**config.mk**
```make
export PLATFORM = sky130hd
export DESIGN_NAME = vbc_top
export DESIGN_NICKNAME = d
export VERILOG_FILES = /design/src/rtl/vbc_pkg.sv /design/src/rtl/vbc_decode.sv /design/src/rtl/vbc_pred_bank.sv /design/src/rtl/vbc_lane_gen.sv /design/src/rtl/vbc_top.sv
export SDC_FILE = /design/constraint.sdc
export NUM_CORES = 1
export LEC_CHECK = 0
export ABC_AREA = 0
export BUFFER_PORTS_ARGS = -buffer_cell sky130_fd_sc_hd__buf_2
export CORE_AREA = 2 2 292 294
export CTS_BUF_LIST = sky130_fd_sc_hd__clkbuf_4 sky130_fd_sc_hd__clkbuf_8
export DETAILED_ROUTE_END_ITERATION = 6
export DIE_AREA = 0 0 294 296
export GPL_ROUTABILITY_DRIVEN = 0
export PLACE_DENSITY = 0.66
export SETUP_SLACK_MARGIN = 0.2
export SLEW_MARGIN = 20
export SYNTH_ARGS = -nofsm -noshare
export SYNTH_HDL_FRONTEND = slang
export SYNTH_SLANG_ARGS = --single-unit
```
**constraint.sdc**
```tcl
create_clock -name clk -period 7.5 [get_ports clk]
set_clock_uncertainty 0.1 [all_clocks]
set_input_delay 1.5 -clock clk [delete_from_list [all_inputs] [get_ports clk]]
set_output_delay 1.5 -clock clk [all_outputs]
set_load 0.01 [all_outputs]
```
**src/rtl/vbc_pkg.sv**
```systemverilog
package vbc_pkg;

  typedef enum logic [1:0] {
    ESZ_B = 2'd0,
    ESZ_H = 2'd1,
    ESZ_W = 2'd2,
    ESZ_D = 2'd3
  } esz_e;

  typedef struct packed {
    logic       match;
    logic       undef;
    esz_e       esz;
    logic [3:0] pg;
    logic       sh;
    logic [7:0] imm8;
    logic [4:0] rd;
  } dec_t;

  localparam logic [7:0] OPC_TOP = 8'b0000_0101;
  localparam logic [1:0] OPC_MID = 2'b01;
  localparam logic [1:0] OPC_ZRO = 2'b00;

  // Sign-extend the 8-bit immediate to 64 bits, then scale by 256 if asked.
  function automatic logic [63:0] imm_expand(input logic [7:0] imm8, input logic sh);
    logic [63:0] ext;
    ext = {{56{imm8[7]}}, imm8};
    return sh ? {ext[55:0], 8'h00} : ext;
  endfunction

  // Number of bytes per lane minus one, used as a low-bit mask.
  function automatic logic [2:0] lane_byte_mask(input esz_e esz);
    return 3'((4'd1 << esz) - 4'd1);
  endfunction

endpackage

```
**src/rtl/vbc_decode.sv**
```systemverilog
module vbc_decode
  import vbc_pkg::*;
(
  input  logic [31:0] instr_i,
  output dec_t        dec_o
);

  logic top_ok, mid_ok, zro_ok;

  always_comb begin
    top_ok = (instr_i[31:24] == OPC_TOP);
    mid_ok = (instr_i[21:20] == OPC_MID);
    zro_ok = (instr_i[15:14] == OPC_ZRO);

    dec_o.match = top_ok & mid_ok & zro_ok;
    dec_o.esz   = esz_e'(instr_i[23:22]);
    dec_o.pg    = instr_i[19:16];
    dec_o.sh    = instr_i[13];
    dec_o.imm8  = instr_i[12:5];
    dec_o.rd    = instr_i[4:0];
    // Byte lanes cannot carry a scaled immediate.
    dec_o.undef = (dec_o.esz == ESZ_B) & dec_o.sh;
  end

endmodule

```
**src/rtl/vbc_pred_bank.sv**
```systemverilog
module vbc_pred_bank #(
  parameter int unsigned PW    = 32,
  parameter int unsigned NREG  = 16,
  localparam int unsigned IW   = $clog2(NREG)
) (
  input  logic          clk,
  input  logic          rst,
  input  logic          we_i,
  input  logic [IW-1:0] widx_i,
  input  logic [PW-1:0] wdata_i,
  input  logic [IW-1:0] ridx_i,
  output logic [PW-1:0] rdata_o
);

  logic [PW-1:0] regs_q [NREG];

  always_ff @(posedge clk) begin
    if (rst) begin
      for (int i = 0; i < NREG; i++) regs_q[i] <= '0;
    end else if (we_i) begin
      regs_q[widx_i] <= wdata_i;
    end
  end

  // Combinational read of the stored value; a same-cycle write is not forwarded.
  assign rdata_o = regs_q[ridx_i];

endmodule

```
**src/rtl/vbc_lane_gen.sv**
```systemverilog
module vbc_lane_gen
  import vbc_pkg::*;
#(
  parameter int unsigned VL   = 256,
  localparam int unsigned NB  = VL / 8,
  localparam int unsigned BW  = $clog2(NB)
) (
  input  esz_e          esz_i,
  input  logic [63:0]   imm_i,
  input  logic [NB-1:0] pred_i,
  output logic [VL-1:0] vec_o,
  output logic [NB-1:0] byte_act_o
);

  logic [2:0] bmask;
  assign bmask = lane_byte_mask(esz_i);

  for (genvar b = 0; b < NB; b++) begin : g_byte
    localparam logic [BW-1:0] BIDX = BW'(b);
    logic [BW-1:0] lead;
    logic [2:0]    kpos;
    logic [7:0]    bval;

    always_comb begin
      // First byte of the lane holding this byte governs the whole lane.
      lead = BIDX & ~BW'(bmask);
      // Position of this byte within its lane selects the immediate byte.
      kpos = BIDX[2:0] & bmask;
      bval = imm_i[kpos*8 +: 8];
    end

    assign byte_act_o[b]   = pred_i[lead];
    assign vec_o[b*8 +: 8] = byte_act_o[b] ? bval : 8'h00;
  end

endmodule

```
**src/rtl/vbc_top.sv**
```systemverilog
module vbc_top
  import vbc_pkg::*;
#(
  parameter int unsigned VL    = 256,
  parameter int unsigned NPREG = 16,
  localparam int unsigned PL   = VL / 8
) (
  input  logic          clk,
  input  logic          rst,
  input  logic [31:0]   instr_i,
  input  logic          instr_valid_i,
  input  logic          pred_we_i,
  input  logic [3:0]    pred_idx_i,
  input  logic [PL-1:0] pred_data_i,
  output logic [4:0]    dest_o,
  output logic [VL-1:0] result_o,
  output logic          wr_en_o,
  output logic          undef_o,
  output logic          nomatch_o
);

  if (VL % 64 != 0 || VL < 64) begin : g_bad_vl
    initial $error("vbc_top: VL must be a positive multiple of 64");
  end

  dec_t          dec_s;
  logic [PL-1:0] pred_rd_w;
  logic [63:0]   imm_w;
  logic [VL-1:0] vec_w;
  logic [PL-1:0] byte_act_w;

  // Named internal events.
  logic acc_w, undef_w, nomatch_w, dec_match_w;
  logic [4:0] rd_w;

  vbc_decode u_dec (
    .instr_i (instr_i),
    .dec_o   (dec_s)
  );

  vbc_pred_bank #(.PW(PL), .NREG(NPREG)) u_bank (
    .clk     (clk),
    .rst     (rst),
    .we_i    (pred_we_i),
    .widx_i  (pred_idx_i[$clog2(NPREG)-1:0]),
    .wdata_i (pred_data_i),
    .ridx_i  (dec_s.pg[$clog2(NPREG)-1:0]),
    .rdata_o (pred_rd_w)
  );

  assign imm_w = imm_expand(dec_s.imm8, dec_s.sh);

  vbc_lane_gen #(.VL(VL)) u_lanes (
    .esz_i      (dec_s.esz),
    .imm_i      (imm_w),
    .pred_i     (pred_rd_w),
    .vec_o      (vec_w),
    .byte_act_o (byte_act_w)
  );

  assign dec_match_w = dec_s.match;
  assign rd_w        = dec_s.rd;
  assign acc_w       = instr_valid_i & dec_s.match & ~dec_s.undef;
  assign undef_w     = instr_valid_i & dec_s.match &  dec_s.undef;
  assign nomatch_w   = instr_valid_i & ~dec_s.match;

  always_ff @(posedge clk) begin
    if (rst) begin
      wr_en_o   <= 1'b0;
      undef_o   <= 1'b0;
      nomatch_o <= 1'b0;
      dest_o    <= '0;
      result_o  <= '0;
    end else begin
      wr_en_o   <= acc_w;
      undef_o   <= undef_w;
      nomatch_o <= nomatch_w;
      if (acc_w) begin
        dest_o   <= rd_w;
        result_o <= vec_w;
      end
    end
  end

endmodule

```
==> metrics.txt <==
slew margin rel.=20.5%; Nets=3072; hold-fix buffers at CTS=0; drt drc=0; cell taking the most area after synthesis=edfxtp_1; storage element area=20700 um2; number of global-route vias before repair=around 23000; Port Buffers=between 300 and 400; Worst Max-Slew Pin Slew=between 1 and 1.5 ns; PnR Total Power=9.33 mW; first-pass GRT wire length=~160000 um; synthesized area=33200 um2; Worst Path Required=8.01 ns; Clk Latency, worst-skew pair=0.78 ns; number of synthesized flops with an enable pin=512; Clock transition at path regs=0.06 ns; post-CTS setup buffers=0; CTS tree=built; Die Ht=296 um; Cells after Synth=2683; max-cap violation count=0; Hold Vio Cnt, Final=0; DRT Wirelength=112000 um; I/O pin cnt=336; total negative setup slack=0 ns; DR iter-0 viols=2891; Synth cell types=56; Initial Util=about two fifths; Vias/cell=5.63; most common cell after layout, fill and taps aside=and2_1; TritonCTS Buffers=130; vias=23600; Core Area=84200 um2; status=finished clean; Worst R2R Start=u_bank.regs_q[10][18]$_SDFFCE_PN0P_; slowest cell on the critical path=a21oi_1; Synth warnings=0; Min Hold Slack=0.346 ns; Leakage=14.7 nW; layout cell share with drive strength beyond 1=around 24%; H-Tree Depth=4; Final Cycle Share=60.7%; top cells by area, synth=edfxtp_1, dfxtp_1, and2_1; area of the multi-input gates=~12000 um2; Critical Path Max Stage Delay=between 1 and 1.5 ns; largest net degree at the start of global routing=205; Slew Limit Fails=0; syn nets=2755; Power Density=243 nW/um2; CTS max path bufs=3; Final ANT Viol Nets=0; Crit Path Category=input pin to flop; Resized cells post-CTS=0; gr usage total=25.3%; placed cells=3958; Worst path top cell family by delay=compound AO/OA/AOI/OAI gates; Setup crit start=instr_i[19]; hold wc startpoint=result_o[164]$_SDFFE_PP0P_; RSZ-0062 raised after global routing=false; post-synth top area share=46.3%; initial antenna violation count=17; global route overflow=0; die area=87000 um2; root buf cell=clkbuf_8; non-filler cells, final=4191; Max Clk Rate=220 MHz; #FFs+latches synth=between 700 and 800; HPWL Detailed=70100 um; most frequent cells in the layout=and2_1, edfxtp_1, buf_2; crit path cell chain=buf_2 > nor2b_2 > buf_4 > a22oi_1 > nand3_1 > nand2_1 > a21oi_1 > o21ai_0; Syn Area/Cell=12.4 um2; CTS sink cnt=776; critical path launch point type=input pin; post-DR wirelength/cell=around 27 um; crit end category=flop; crit path time final=4.55 ns; row count=107; final setup fails=0; DIE WIDTH=about 290 um; Fillers=7633; Max VDD drop=153 uV; WP buf/inv=2; asr flop ratio synth=0%; register area share after synthesis=62.3%; Hold Crit Class=flop to flop; Layout Area Growth over Synthesis=15.9%; Top FF cell, synth=edfxtp_1; Crit Path Max Fanout=14; crit path DAT=around 5.1 ns; DR pass1 iterations=5
## flip-flops by register name, indices dropped and copies added (netlist names)
register / cells
dest_o: 5
undef_o: 1
nomatch_o: 1
u_bank.regs_q: 512
wr_en_o: 1
result_o: 256
## cell type report
| cell class | instances | share of cell area [%] |
|---|---|---|
| clock inverters | 40 | 0.781 |
| well taps | 1090 | 3.55 |
| repair buffers | 394 | 5.61 |
| multi-input cells | 1694 | 30.3 |
| inverters | 4 | 0.0390 |
| diodes | 3 | 0.0195 |
| flip-flops and latches | 776 | 53.7 |
| clock buffers | 190 | 6.00 |
## kinds of logic (layout without fill, tap and decap cells)
logic type | Yosys count | in the layout | synth area share (%)
AOI/OAI and AO/OA | 447 | 447 | 8.49
buffers and inverters | 213 | 628 | 2.86
DFF | 776 | 776 | 62.3
muxes | 209 | 209 | 9.58
other | 0 | 3 | 0
and+or+nand+nor | 1038 | 1038 | 16.8
## where the power goes
group | leakage (nW) | total, mW | internal (mW) | switching (mW)
Combinational | 6.29 | 0.760 | 0.222 | 0.538
Sequential | 7.01 | 4.76 | 4.71 | 0.0430
Clock | 1.37 | 3.81 | 2.09 | 1.73
Total | 14.7 | 9.33 | 7.02 | 2.31
## worst reg2reg max path: cells and delay by family, from the launching register on
family | cells | cell delay (ns)
muxes | 3 | 1.23
AOI/OAI and AO/OA | 2 | 1.10
and+or+nand+nor | 1 | 0.09
DFF | 1 | 0.36
## through the flow
| stage | util (%) | worst slack (ns) | area (um2) |
|---|---|---|---|
| 2_1_floorplan | - | 3.74 | 33200 |
| 3_3_place_gp | 42.6 | 2.29 | 35800 |
| 3_5_place_dp | 42.6 | 2.24 | 35800 |
| 4_1_cts | 45.7 | 3.08 | 38400 |
| 5_1_grt | 45.7 | 2.88 | 38500 |
| 6_report | 45.7 | 2.95 | 38500 |
## cell usage after synthesis, types with 3 or more instances
cell type	n
nand3_1	59
inv_1	3
or4b_1	3
a31oi_1	5
nor3_1	14
o22a_1	7
buf_2	21
a21o_1	7
nand2_1	297
and3_1	7
a22oi_1	58
a221oi_1	5
dfxtp_1	264
nand4_1	10
nor4_1	4
a21oi_1	85
o211ai_1	40
mux4_2	86
o22ai_1	7
o31ai_1	7
edfxtp_1	512
mux2i_1	115
nor2_1	55
buf_4	19
a32o_1	24
and2_1	519
a32oi_1	12
a211oi_1	7
clkbuf_1	156
buf_1	6
o21a_1	3
o21ai_0	171
mux2_2	8
buf_6	7
nor2b_1	24
nand2b_1	11
or2_2	19
or4b_2	3
## final timing paths
kind / depth (start not counted) / endpoint / slack, ns
max: 8 / result_o[147]$_SDFFE_PP0P_ / 2.95
min: 2 / result_o[164]$_SDFFE_PP0P_ / 0.35
max reg2reg: 6 / result_o[147]$_SDFFE_PP0P_ / 4.48
min reg2reg: 2 / result_o[164]$_SDFFE_PP0P_ / 0.35
## per-layer routing
layer	global-route usage [%]	wire, um
met1	32.7	44800
met5	0	133
met2	40.6	52300
met3	7.12	11400
met4	9.54	3560
No activity file was read; power rests on OpenSTA's default activity.
